===== src/rtl/tmb_pkg.sv =====
package tmb_pkg;
  localparam int unsigned ADDR_W = 3;

  localparam logic [ADDR_W-1:0] A_CTRL   = 3'd0;
  localparam logic [ADDR_W-1:0] A_EVENT  = 3'd1;
  localparam logic [ADDR_W-1:0] A_FLAG   = 3'd2;
  localparam logic [ADDR_W-1:0] A_PSC    = 3'd3;
  localparam logic [ADDR_W-1:0] A_RELOAD = 3'd4;
  localparam logic [ADDR_W-1:0] A_IEN    = 3'd5;

  localparam int unsigned CTRL_W = 5;

  // packed so that run lands on bit 0 of the control word
  typedef struct packed {
    logic rpre;      // bit 4: buffered reload
    logic oneshot;   // bit 3: stop after one period
    logic ovf_only;  // bit 2: only overflow sets the flag
    logic udis;      // bit 1: suppress update events
    logic run;       // bit 0: counter enable
  } ctrl_t;
endpackage


===== src/rtl/tmb_regs.sv =====
module tmb_regs
  import tmb_pkg::*;
#(
  parameter int unsigned CNT_W = 16,
  parameter int unsigned PSC_W = 4
) (
  input  logic              clk_i,
  input  logic              rst_ni,
  input  logic              wr_en_i,
  input  logic [ADDR_W-1:0] wr_addr_i,
  input  logic [CNT_W-1:0]  wr_data_i,
  input  logic              upd_i,
  output ctrl_t             ctrl_o,
  output logic              ug_o,
  output logic [PSC_W-1:0]  psc_pre_o,
  output logic [CNT_W-1:0]  arr_pre_o,
  output logic              arr_wr_o,
  output logic              flag_clr_o,
  output logic              ien_o
);
  ctrl_t ctrl_q;
  logic  ug_q;
  logic  ctrl_wr;

  assign ctrl_wr    = wr_en_i && (wr_addr_i == A_CTRL);
  assign arr_wr_o   = wr_en_i && (wr_addr_i == A_RELOAD);
  assign flag_clr_o = wr_en_i && (wr_addr_i == A_FLAG) && !wr_data_i[0];

  always_ff @(posedge clk_i or negedge rst_ni) begin
    if (!rst_ni) begin
      ctrl_q    <= '0;
      ug_q      <= 1'b0;
      psc_pre_o <= '0;
      arr_pre_o <= '1;
      ien_o     <= 1'b0;
    end else begin
      if (ctrl_wr) begin
        ctrl_q <= ctrl_t'(wr_data_i[CTRL_W-1:0]);
      end else if (upd_i && ctrl_q.oneshot) begin
        ctrl_q.run <= 1'b0;
      end
      // generate request lives for exactly one cycle unless rewritten
      ug_q <= wr_en_i && (wr_addr_i == A_EVENT) && wr_data_i[0];
      if (wr_en_i && (wr_addr_i == A_PSC)) psc_pre_o <= wr_data_i[PSC_W-1:0];
      if (arr_wr_o) arr_pre_o <= wr_data_i;
      if (wr_en_i && (wr_addr_i == A_IEN)) ien_o <= wr_data_i[0];
    end
  end

  assign ctrl_o = ctrl_q;
  assign ug_o   = ug_q;

  a_r7_oneshot_stop: assert property (@(posedge clk_i) disable iff (!rst_ni)
    (upd_i && ctrl_q.oneshot && !ctrl_wr) |=> !ctrl_q.run);
endmodule


===== src/rtl/tmb_prescaler.sv =====
module tmb_prescaler #(
  parameter int unsigned PSC_W = 4
) (
  input  logic             clk_i,
  input  logic             rst_ni,
  input  logic             run_i,
  input  logic             udis_i,
  input  logic [PSC_W-1:0] code_pre_i,
  input  logic             upd_i,
  input  logic             restart_i,
  output logic             tick_o
);
  localparam int unsigned DIV_W = (1 << PSC_W) - 1;
  localparam logic [DIV_W:0] ONE = {{DIV_W{1'b0}}, 1'b1};

  logic [PSC_W-1:0] code_act;
  logic [DIV_W-1:0] div_q;
  logic [DIV_W-1:0] lim;

  assign lim    = DIV_W'((ONE << code_act) - ONE);
  assign tick_o = run_i && (div_q == lim);

  always_ff @(posedge clk_i or negedge rst_ni) begin
    if (!rst_ni) begin
      code_act <= '0;
      div_q    <= '0;
    end else begin
      if (upd_i) code_act <= code_pre_i;
      if (restart_i) begin
        div_q <= '0;
      end else if (run_i) begin
        div_q <= (div_q == lim) ? '0 : div_q + DIV_W'(1);
      end
    end
  end

  a_r3_div_in_range: assert property (@(posedge clk_i) disable iff (!rst_ni)
    div_q <= lim);
  a_r5_code_held: assert property (@(posedge clk_i) disable iff (!rst_ni)
    udis_i |=> $stable(code_act));
endmodule


===== src/rtl/tmb_counter.sv =====
module tmb_counter #(
  parameter int unsigned CNT_W = 16
) (
  input  logic             clk_i,
  input  logic             rst_ni,
  input  logic             tick_i,
  input  logic             upd_i,
  input  logic             restart_i,
  input  logic             arr_wr_i,
  input  logic [CNT_W-1:0] arr_data_i,
  input  logic             rpre_i,
  input  logic [CNT_W-1:0] arr_pre_i,
  output logic [CNT_W-1:0] cnt_o,
  output logic             ovf_o
);
  logic [CNT_W-1:0] cnt_q;
  logic [CNT_W-1:0] arr_act;

  assign ovf_o = tick_i && (cnt_q == arr_act);
  assign cnt_o = cnt_q;

  always_ff @(posedge clk_i or negedge rst_ni) begin
    if (!rst_ni) begin
      arr_act <= '1;
    end else if (arr_wr_i && !rpre_i) begin
      arr_act <= arr_data_i;
    end else if (upd_i) begin
      arr_act <= arr_pre_i;
    end
  end

  always_ff @(posedge clk_i or negedge rst_ni) begin
    if (!rst_ni) begin
      cnt_q <= '0;
    end else if (restart_i) begin
      cnt_q <= '0;
    end else if (tick_i) begin
      cnt_q <= ovf_o ? '0 : cnt_q + CNT_W'(1);
    end
  end

  a_r4_restart_zero: assert property (@(posedge clk_i) disable iff (!rst_ni)
    restart_i |=> (cnt_q == '0));
  a_r2_hold_without_tick: assert property (@(posedge clk_i) disable iff (!rst_ni)
    (!tick_i && !restart_i) |=> $stable(cnt_q));
endmodule


===== src/rtl/tmb_update.sv =====
module tmb_update (
  input  logic clk_i,
  input  logic rst_ni,
  input  logic ovf_i,
  input  logic ug_i,
  input  logic udis_i,
  input  logic ovf_only_i,
  input  logic flag_clr_i,
  input  logic ien_i,
  output logic upd_o,
  output logic flag_o,
  output logic irq_o
);
  logic flag_q;
  logic flag_set;

  assign upd_o    = (ovf_i || ug_i) && !udis_i;
  assign flag_set = upd_o && (ovf_i || !ovf_only_i);

  always_ff @(posedge clk_i or negedge rst_ni) begin
    if (!rst_ni) begin
      flag_q <= 1'b0;
    end else if (flag_set) begin
      flag_q <= 1'b1;
    end else if (flag_clr_i) begin
      flag_q <= 1'b0;
    end
  end

  assign flag_o = flag_q;
  assign irq_o  = flag_q && ien_i;

  a_r9_flag_sticky: assert property (@(posedge clk_i) disable iff (!rst_ni)
    (flag_q && !flag_clr_i) |=> flag_q);
  a_r6_sw_source_blocked: assert property (@(posedge clk_i) disable iff (!rst_ni)
    (!flag_q && ovf_only_i && !ovf_i) |=> !flag_q);
  a_r5_no_flag_when_disabled: assert property (@(posedge clk_i) disable iff (!rst_ni)
    (!flag_q && udis_i) |=> !flag_q);
endmodule


===== src/rtl/tick_timebase.sv =====
module tick_timebase
  import tmb_pkg::*;
#(
  parameter int unsigned CNT_W = 16,
  parameter int unsigned PSC_W = 4
) (
  input  logic              clk_i,
  input  logic              rst_ni,
  input  logic              wr_en_i,
  input  logic [ADDR_W-1:0] wr_addr_i,
  input  logic [CNT_W-1:0]  wr_data_i,
  output logic              upd_pulse_o,
  output logic              upd_flag_o,
  output logic              irq_o,
  output logic [CNT_W-1:0]  count_o,
  output logic              running_o
);
  ctrl_t            ctrl;
  logic             ug;
  logic [PSC_W-1:0] psc_pre;
  logic [CNT_W-1:0] arr_pre;
  logic             arr_wr;
  logic             flag_clr;
  logic             ien;
  logic             upd;
  logic             restart;
  logic             tick;
  logic             ovf;

  // a software request only restarts the time-base when updates are allowed
  assign restart = ug && !ctrl.udis;

  tmb_regs #(.CNT_W(CNT_W), .PSC_W(PSC_W)) u_regs (
    .clk_i(clk_i), .rst_ni(rst_ni),
    .wr_en_i(wr_en_i), .wr_addr_i(wr_addr_i), .wr_data_i(wr_data_i),
    .upd_i(upd), .ctrl_o(ctrl), .ug_o(ug),
    .psc_pre_o(psc_pre), .arr_pre_o(arr_pre), .arr_wr_o(arr_wr),
    .flag_clr_o(flag_clr), .ien_o(ien)
  );

  tmb_prescaler #(.PSC_W(PSC_W)) u_psc (
    .clk_i(clk_i), .rst_ni(rst_ni),
    .run_i(ctrl.run), .udis_i(ctrl.udis), .code_pre_i(psc_pre),
    .upd_i(upd), .restart_i(restart), .tick_o(tick)
  );

  tmb_counter #(.CNT_W(CNT_W)) u_cnt (
    .clk_i(clk_i), .rst_ni(rst_ni),
    .tick_i(tick), .upd_i(upd), .restart_i(restart),
    .arr_wr_i(arr_wr), .arr_data_i(wr_data_i), .rpre_i(ctrl.rpre),
    .arr_pre_i(arr_pre), .cnt_o(count_o), .ovf_o(ovf)
  );

  tmb_update u_upd (
    .clk_i(clk_i), .rst_ni(rst_ni),
    .ovf_i(ovf), .ug_i(ug), .udis_i(ctrl.udis), .ovf_only_i(ctrl.ovf_only),
    .flag_clr_i(flag_clr), .ien_i(ien),
    .upd_o(upd), .flag_o(upd_flag_o), .irq_o(irq_o)
  );

  assign upd_pulse_o = upd;
  assign running_o   = ctrl.run;

  a_r10_irq_needs_flag: assert property (@(posedge clk_i) disable iff (!rst_ni)
    irq_o |-> upd_flag_o);
  a_r7_idle_count_frozen: assert property (@(posedge clk_i) disable iff (!rst_ni)
    (!running_o && !restart) |=> $stable(count_o));
endmodule


===== config.mk =====
export PLATFORM = sky130hd
export DESIGN_NAME = tick_timebase
export DESIGN_NICKNAME = d
export VERILOG_FILES = /design/src/rtl/tmb_pkg.sv /design/src/rtl/tmb_regs.sv /design/src/rtl/tmb_prescaler.sv /design/src/rtl/tmb_counter.sv /design/src/rtl/tmb_update.sv /design/src/rtl/tick_timebase.sv
export SDC_FILE = /design/constraint.sdc
export NUM_CORES = 1
export LEC_CHECK = 0
export BUFFER_PORTS_ARGS = -buffer_cell sky130_fd_sc_hd__buf_2
export CORE_MARGIN = 8
export CORE_UTILIZATION = 46
export CTS_BUF_LIST = sky130_fd_sc_hd__clkbuf_8
export CTS_CLUSTER_DIAMETER = 150
export DETAILED_ROUTE_END_ITERATION = 10
export PLACE_DENSITY_LB_ADDON = 0.1
export SLEW_MARGIN = 20
export SYNTH_ARGS = -nofsm -noshare
export SYNTH_HDL_FRONTEND = slang
export SYNTH_SLANG_ARGS = --single-unit

===== constraint.sdc =====
create_clock -name clk_i -period 4.67 [get_ports clk_i]
set_input_delay 1.1675 -clock clk_i [delete_from_list [all_inputs] [get_ports clk_i]]
set_output_delay 1.1675 -clock clk_i [all_outputs]
set_load 0.05 [all_outputs]

==> metrics.txt, run 1 <==
Fillers=872; Post-CTS Hold Fix Bufs=0; endpoint type of the worst setup path=output port; number of cells on the worst reg-to-reg path=11; Rel. slew slack=44.8%; core footprint=9770 sq um; count of endpoints failing hold in the final timing report=0; worst vdd rail ir drop=203 uV; clock tree from TritonCTS=yes; sum of overflow across all layers after global routing=0; antenna violations before repair=0; share of synthesized cell area in full adder, half adder and majority cells=0.808%; flop2flop setup slack=1100 ps; Synth top cells by count=dfrtp_1 (47), nor2_1 (35), dfstp_2 (32); number of inserted diodes=0; die height=116 microns; mux share of post-synthesis cell area=7.46%; FF-to-FF End=u_cnt.arr_act[14]; startpoint of the lowest-slack register-to-register path=u_psc.code_act[3]; leading post-synthesis cells by cell area=dfrtp_1 (25%), dfstp_2 (18%), mux2_2 (7.0%); number of top-level pins=42; pin count of the biggest net entering global routing=80; detailed router's first-iteration violation count=241; Die X=116 microns; total nets after synthesis=468; worst hold stages=1; synthesized-area fraction occupied by ao, oa, aoi and oai cells=16.7%; classification of the worst-slack hold path=flop to flop; number of detailed-routing iterations run before antenna repair=5; setup repair after global routing missed its margin=no; cell taking the most area after synthesis=dfrtp_1; leading cell type by number of instances after synthesis=dfrtp_1; fmax=223 MHz; number of sinks handled by clock tree synthesis=79; ys async rst share=100%; final setup TNS=0 ps; xor/xnor share of the synthesized area=6.22%; hold_sp=u_regs.ctrl_o[2]; Worst Path Required=3500 ps; static power due to leakage=2.03 nW; count of pins over their slew limit=0; Die Outline Area=13,600 sq um; clock latency reported for the late side of the worst-skew pair=360 ps; skew final=13.3 ps; Post-DP HPWL=7440 microns; cell repeated most along the worst path=nor4b_1; number of design rule violations left after detail routing=0; Syn Std Cell Area=4640 sq um; total of flip-flops plus latches after synthesis=79; all-layer global routing usage=16.8%; RD Place Congestion=0.882; count of buffers inserted at the top-level ports=41; kind of launch point of the worst setup path=flop; root buf cell=clkbuf_8; synthesized netlist cell count=443; Worst Path Arrival=3310 ps; per-instance average area after synthesis=10.5 sq um; wire length of the first global-routing pass=17,900 microns; floorplan row count=36; vias in the first global route=3,362; Crit path largest cell delay=420 ps; buffering stage count on the worst path with inverters included=1; fin nets=493; count of vias placed by the detailed router=3,550; total power=2.32 mW; outcome=completed; total power per unit cell area=454 nW/um^2; yosys synthesis warning count=0; initial core utilization=47.5%; proportion of synthesized chip area in sequential cells=43.4%; number of endpoints failing setup at the final stage=0; CP top delay family=simple AND/OR/NAND/NOR gates; register clock-pin slew on the reported worst setup and hold paths=80 ps; Total Routed Length=10,900 microns; transition time of the tightest slew-check pin=828 ps; Setup WS pre-CTS=402 ps; CTS HTree Levels=3; worst hold path endpoint=u_upd.flag_o; ANT nets after route=0; worst setup path class=flop to output port; largest driver fanout on the critical path=12; combinational family with the most area after synthesis=simple AND/OR/NAND/NOR gates; Max clock buf depth=2; number of enable-type register cells in the synthesized netlist=0; final worst-path cycle share=95.8%; share of cells above drive strength 1=34.0%; slowest stage cell on the critical path=nor4_4; clock buffers created by TritonCTS=9; Max-cap violations=0; Final Critical Period=4480 ps; worst path cell trace=nor3_1 -> nand2_1 -> ha_2 -> nor4b_1 -> nor4b_1 -> o2111ai_1 -> nor4_4 -> a41oi_4 -> nor2_2 -> buf_2; Setup WS post-layout=195 ps; commonest register cell after synthesis=dfrtp_1; area grow syn2layout=9.86%; via/cell ratio=5.86; top cell type's share of synthesized area=25.3%; Unique masters post-synth=62; simple logic cell fraction of the synthesized area=20.1%; post-detailed-route wirelength per cell=18.0 microns
## worst max-delay path by stage
stage | end | cells past startpoint | from | slack, ps
finish | upd_pulse_o | 10 | u_psc.code_act[3] | 190
global placement | upd_pulse_o | 10 | u_psc.code_act[0] | 550
floorplan | upd_pulse_o | 13 | u_psc.code_act[3] | 380
global route | upd_pulse_o | 10 | u_psc.code_act[3] | 4
detailed placement | upd_pulse_o | 10 | u_psc.code_act[0] | 400
CTS | upd_pulse_o | 10 | u_psc.code_act[3] | 30
## placed cells by master, fill, tap and decap left out, types with 3 or more instances in the layout
cell type   n
and4_1      3
dfrtp_1    46
dfstp_2    32
buf_4       9
o221a_2    16
o41ai_2     6
and3_1      8
o2111ai_1   3
xnor2_1    20
or4_1      17
nor2b_1    12
xor2_1     13
a31oi_1     6
clkbuf_8   10
o31ai_1     3
buf_2      40
o21ai_0     6
inv_1       8
nand2b_1    4
o21ai_1     9
nor4b_1     3
o211ai_1   16
nor2_1     35
nor3_1      8
nand3_1    18
nand4_1    11
a21oi_1     5
mux2_2     29
nor4_4      3
nand2_1    24
nor3b_1     3
## sequential cells by signal, indices dropped and copies added, names as in the netlist
name and count:
u_upd.flag_o 1, u_regs.ug_o 1, u_regs.ien_o 1, u_cnt.arr_act 16, u_regs.psc_pre_o 4, u_psc.div_q 15
u_regs.arr_pre_o 16, u_cnt.cnt_o 16, u_psc.code_act 4, u_regs.ctrl_o 5
## cells by family after synthesis
kind of cell | count (synthesis)
mux | 31
buf+inv | 45
simple gates | 162
fa+ha+maj | 3
xor+xnor | 33
compound gates | 90
flops | 79
## area by class of cell
cell class	instances	area, sq um	area share (%)
sequential	79	2020	39.6
timing repair buffer	50	279	5.47
clock buffer	10	138	2.70
inverter	9	33.8	0.662
tap	133	166	3.26
clock inverter	6	76.3	1.50
multi-input combinational	319	2390	46.8
## layer usage
layer | vias to the layer above | global-route usage, % | share of wire [%]
met5 | - | 0 | 0
met4 | 0 | 4.84 | 0.75
met3 | 8 | 3.15 | 4.8
met2 | 89 | 24.7 | 46
met1 | 1738 | 24.4 | 49
li1 | 1715 | - | -
## report_power, final
part | internal (mW) | leakage [nW] | total, mW | switching [mW]
logic | 0.329 | 0.962 | 0.757 | 0.427
clock network | 0.271 | 0.109 | 0.545 | 0.274
registers | 0.863 | 0.957 | 1.02 | 0.152
## through the flow
stage               utilization [%]  std cells  cell area (sq um)  hold WS, ps
floorplan                         -        443               4640          462
CTS                            52.1        606               5090          500
detailed placement             49.9        590               4880          492
global route                   52.2        606               5100          508
finish                         52.2        606               5100          496
global placement               49.9        590               4880          484
## timing repair
action                     CTS  global route
pin swaps                    0             1
setup buffers                0             0
resized for setup            1             1
setup endpoints to repair    1             1
(Power assumes the default switching activity.)
==> run 2, diff against run 1 <==
Settings changed: CORE_UTILIZATION 46 to 58.
==> run 2 against run 1 <==
Sequential share of layout area grew 0.24 points. Sequential power is essentially flat. Power grew 0.16%. Routed wire length shrank 0.86%. Critical path depth is the same. Largest power group unchanged. Clock skew shrank 2.8 ps. Design area shrank 0.61%. Critical endpoint unchanged. Global-route usage grew 3.2 points.
==> metrics.txt, run 2 (synthesized netlist as in run 1, its figures left out) <==
Worst Path Required=3500 ps (about the same); initial core utilization=60.1% (+13 points); total power per unit cell area=458 nW/um^2 (+0.78%); worst setup path class=flop to output port; startpoint of the lowest-slack register-to-register path=u_psc.code_act[3]; commonest non-fill, non-tap cells in the layout=dfrtp_1 (46), buf_2 (39), nor2_1 (35); Hold Worst Slack=507 ps (+11.0 ps); count of pins over their slew limit=0 (unchanged); detailed router's first-iteration violation count=214 (-11%); post-detailed-route wirelength per cell=18.8 microns (+4.5%); sum of overflow across all layers after global routing=0 (unchanged); largest driver fanout on the critical path=12 (unchanged); Rel. slew slack=44.3% (-0.54 points); hold_sp=u_regs.psc_pre_o[0]; CTS HTree Levels=3 (unchanged); wire length of the first global-routing pass=18,100 microns (+0.92%); all-layer global routing usage=19.9% (+3.2 points); fin nets=493 (unchanged); outcome=completed; classification of the worst-slack hold path=flop to flop; filler-free cell count of the finished design=575 (-5.1%); number of buffers inserted by post-CTS setup repair=0 (unchanged); Total Routed Length=10,800 microns (-0.86%); Final Critical Period=4320 ps (-154 ps); number of sinks handled by clock tree synthesis=79 (unchanged); static power due to leakage=2.03 nW (about the same); clock buffers created by TritonCTS=9 (unchanged); kind of launch point of the worst setup path=flop; floorplan row count=32 (-11%); clock tree from TritonCTS=yes; area grow syn2layout=9.19%; Post-DP HPWL=7480 microns (+0.52%); count of endpoints failing hold in the final timing report=0 (unchanged); ANT nets after route=0 (unchanged); placed cell areas=4840 sq um (-0.79%); worst path cell trace=nor3_1 -> nand2_1 -> ha_2 -> nor4b_1 -> nor4b_1 -> o2111ai_1 -> nor4_4 -> a41oi_4 -> nor2_4 -> clkbuf_4; Setup WS post-layout=349 ps (+154 ps); die height=105 microns (-9.4%); Util after Layout=65.6% (+13 points); number of design rule violations left after detail routing=0 (unchanged); number of cells in the design after placement=559 (-5.3%); CP Launch Point=u_psc.code_act[3]; via/cell ratio=6.22 (+6.1%); core footprint=7730 sq um (-21%); Crit path largest cell delay=400 ps (-20 ps); Setup WS pre-CTS=412 ps (+10.2 ps); Die Outline Area=11,100 sq um (-18%); setup repair after global routing missed its margin=no; Max-cap violations=0 (unchanged); most common cell after layout, fill and taps aside=dfrtp_1; slowest stage cell on the critical path=nor4_4; number of detailed-routing iterations run before antenna repair=4 (-1); root buf cell=clkbuf_8; number of endpoints failing setup at the final stage=0 (unchanged); worst vdd rail ir drop=270 uV (+33%); share of cells above drive strength 1=34.0% (unchanged); total power=2.32 mW (+0.16%); Worst Path Arrival=3150 ps (-160 ps); register clock-pin slew on the reported worst setup and hold paths=80 ps (about the same); fmax=231 MHz (+3.6%); cell repeated most along the worst path=nor4b_1; Max clock buf depth=2 (unchanged); antenna violations before repair=0 (unchanged); number of inserted diodes=0 (unchanged); final setup TNS=0 ps (unchanged); skew final=10.5 ps (-2.75 ps); count of buffers inserted at the top-level ports=41 (unchanged); endpoint type of the worst setup path=output port; clock latency reported for the late side of the worst-skew pair=360 ps (about the same); transition time of the tightest slew-check pin=834 ps (+6.23 ps); vias in the first global route=3,508 (+4.3%); number of top-level pins=42 (unchanged); pin count of the biggest net entering global routing=80 (unchanged); final worst-path cycle share=92.5% (-3.3 points); RD Place Congestion=0.914 (+3.6%); count of vias placed by the detailed router=3,574 (+0.68%); final cell area excluding filler cells=5070 sq um (-0.61%); Die X=105 microns (-9.4%)
run 2: cell types whose count changed in the layout (fill, tap and decap cells not counted):
| cell | previous run | this run |
|---|---|---|
| buf_2 | 40 | 39 |
| clkbuf_4 | 0 | 1 |
| inv_6 | 2 | 1 |
| clkinv_4 | 2 | 3 |
| nor2_2 | 1 | 0 |
| nor2_4 | 0 | 1 |
run 2: worst paths after layout:
| check | end | slack, ps | cells past startpoint |
|---|---|---|---|
| setup / recovery | upd_pulse_o | 350 | 10 |
| hold / removal | u_psc.code_act[0] | 510 | 1 |
| setup reg to reg | u_cnt.arr_act[1] | 1180 | 11 |
| hold reg to reg | u_psc.code_act[0] | 510 | 1 |
| max in group asynchronous | u_psc.code_act[0] | 3310 | 1 |
| min in group asynchronous | u_psc.div_q[10] | 800 | 1 |
run 2: cell type report:
cell class	count	area [sq um]
fill	620	2660
multi-input combinational	319	2390
sequential	79	2020
timing repair buffer	50	282
clock buffer	10	138
tap	102	128
clock inverter	6	76.3
inverter	9	33.8
run 2: worst max-delay path: cells and delay by family, from the launching register on:
kind                     cells  cell delay [ps]
AO/OA/AOI/OAI                2              430
adder cells (fa/ha/maj)      1              270
AND/OR/NAND/NOR              6             1440
flip-flops                   1              380
buffers and inverters        1              270
run 2: repair_timing:
action / in CTS / in global routing
hold buffers: 0 / 0
setup endpoints to repair: 0 / 1
resized for setup: 0 / 4
run 2: power breakdown:
part           internal, mW  switching, mW
sequential            0.863          0.155
clock                 0.270          0.275
combinational         0.330          0.428
run 2: per-layer routing:
| metal | vias up | share of wire (%) | track usage, % |
|---|---|---|---|
| met2 | 103 | 46 | 29.2 |
| met1 | 1742 | 47 | 28.2 |
| met5 | - | 0 | 0 |
| li1 | 1715 | - | - |
| met4 | 0 | 1.5 | 7.03 |
| met3 | 14 | 5.6 | 4.57 |
==> run 3, diff against run 2 <==
Clock period 4.67 ns to 4 ns, I/O delays scaled along.
==> run 3 against run 2 <==
Via count rose by 0.73%. Core utilization rose by 0.84 points. Sequential power rose by 16%. Worst hold slack improved by 2.5 ps. Power rose by 20%. Global-route usage fell by 1.0 points. Critical path depth rose by 1. Largest cell class unchanged. Largest power group unchanged. Highest routed layer unchanged.
==> metrics.txt, run 3 (synthesized netlist as in run 1, its figures left out) <==
outcome=completed; count of pins over their slew limit=0 (unchanged); Post-DP HPWL=7170 microns (-4.2%); clock latency reported for the late side of the worst-skew pair=360 ps (about the same); clock tree from TritonCTS=yes; number of sinks handled by clock tree synthesis=79 (unchanged); sum of overflow across all layers after global routing=0 (unchanged); Multi-input gate area=2400 sq um (+0.10%); clock buffers created by TritonCTS=9 (unchanged); placed cell areas=4860 sq um (+0.41%); worst vdd rail ir drop=282 uV (+4.7%); static power due to leakage=2.07 nW (+2.2%); via/cell ratio=6.20 (-0.31%); Post-CTS Hold Fix Bufs=0 (unchanged); number of endpoints failing setup at the final stage=0 (unchanged); share of cells above drive strength 1=34.7% (+0.62 points); total power per unit cell area=543 nW/um^2 (+19%); Die X=105 microns (unchanged); fmax=261 MHz; Worst Path Arrival=2830 ps (-320 ps); initial core utilization=60.1% (unchanged); commonest non-fill, non-tap cells in the layout=dfrtp_1 (47), buf_2 (39), nor2_1 (35); floorplan row count=32 (unchanged); worst setup path class=flop to output port; number of top-level pins=42 (unchanged); RD Place Congestion=0.920 (+0.61%); area grow syn2layout=10.6%; FF/Latch Area=2020 sq um (about the same); Fillers=626 (+0.97%); number of detailed-routing iterations run before antenna repair=5 (+1); skew final=14.3 ps (+3.77 ps); count of vias placed by the detailed router=3,600 (+0.73%); detailed router's first-iteration violation count=180 (-16%); endpoint type of the worst setup path=output port; count of endpoints failing hold in the final timing report=0 (unchanged); register clock-pin slew on the reported worst setup and hold paths=90 ps (about the same); largest driver fanout on the critical path=11 (-1); core footprint=7730 sq um (unchanged); number of inserted diodes=0 (unchanged); final worst-path cycle share=95.8%; post-detailed-route wirelength per cell=17.6 microns (-6.0%); transition time of the tightest slew-check pin=936 ps (+103 ps); number of design rule violations left after detail routing=0 (unchanged); all-layer global routing usage=18.9% (-1.0 points); antenna violations before repair=0 (unchanged); wire length of the first global-routing pass=17,300 microns (-4.3%); Worst Path Required=3000 ps (-500 ps); Final Critical Period=3830 ps; die height=105 microns (unchanged); Rel. slew slack=37.6% (-6.7 points); Total Routed Length=10,200 microns (-5.1%); number of cells in the design after placement=561 (+0.36%); Die Outline Area=11,100 sq um (unchanged); count of buffers inserted at the top-level ports=41 (unchanged); ANT nets after route=0 (unchanged); vias in the first global route=3,497 (-0.31%); fin nets=499 (+1.2%); most common cell after layout, fill and taps aside=dfrtp_1; CTS HTree Levels=3 (unchanged); filler-free cell count of the finished design=581 (+1.0%); kind of launch point of the worst setup path=flop; final cell area excluding filler cells=5130 sq um (+1.3%); final setup TNS=0 ps (unchanged); Max clock buf depth=2 (unchanged); total power=2.79 mW (+20%); classification of the worst-slack hold path=flop to flop; Max-cap violations=0 (unchanged); Hold Worst Slack=510 ps (+2.54 ps); root buf cell=clkbuf_8; pin count of the biggest net entering global routing=80 (unchanged)
==> run 3: path summary, 6_finish.rpt <==
path                                        start               to  slack (ps)  cells after the start
max in group asynchronous                  rst_ni     u_upd.flag_o        2620                      1
worst min register to register       u_regs.ien_o     u_regs.ien_o         510                      1
worst max register to register  u_psc.code_act[0]  u_cnt.cnt_o[13]         710                     13
worst max-delay path            u_psc.code_act[0]      upd_pulse_o         170                     11
min in group asynchronous                  rst_ni   u_psc.div_q[3]         760                      1
worst min-delay path                 u_regs.ien_o     u_regs.ien_o         510                      1
==> run 3: power breakdown <==
group	switching, mW	internal [mW]	total [mW]	leakage (nW)
Sequential	0.169	1.01	1.18	0.959
Clock	0.332	0.366	0.698	0.118
Combinational	0.512	0.403	0.915	0.994
==> run 3: per-stage QoR <==
step	worst slack, ps	util [%]
finish	170	66.5
global route	-2.30	66.5
CTS	21.9	66.0
detailed placement	310	62.9
global placement	361	62.9
floorplan	71.7	-
==> run 3: what timing repair did <==
action | 4_1_cts | 5_1_grt
resized for setup | 0 | 4
endpoints found under the hold margin | 0 | 0
endpoints found under the setup margin | 1 | 1
pin swaps | 1 | 4
buffers inserted | 1 | 3
==> run 3: worst max-delay path, stage by stage, from the launching register on <==
cell	delay, ps
dfrtp_1	410
inv_1	90
nand2_1	60
ha_1	160
buf_4	180
nor2b_1	90
nor4b_1	370
o2111ai_1	220
nor4_4	370
a41oi_4	170
nor2_4	170
buf_6	180
==> run 3: area by class of cell <==
cell class | count | area share [%]
Multi-Input combinational cell | 319 | 46.7
Tap cell | 102 | 2.49
Timing Repair Buffer | 56 | 6.36
Inverter | 9 | 0.658
Sequential cell | 79 | 39.3
Clock inverter | 7 | 2.12
Clock buffer | 9 | 2.41
==> run 3: metal layers <==
metal	global-route usage, %	part of all wire [%]	up-vias
met3	4.08	6.1	13
met5	0	0	-
li1	-	-	1727
met2	28.2	45	116
met4	6.83	1.3	0
met1	26.4	47	1744
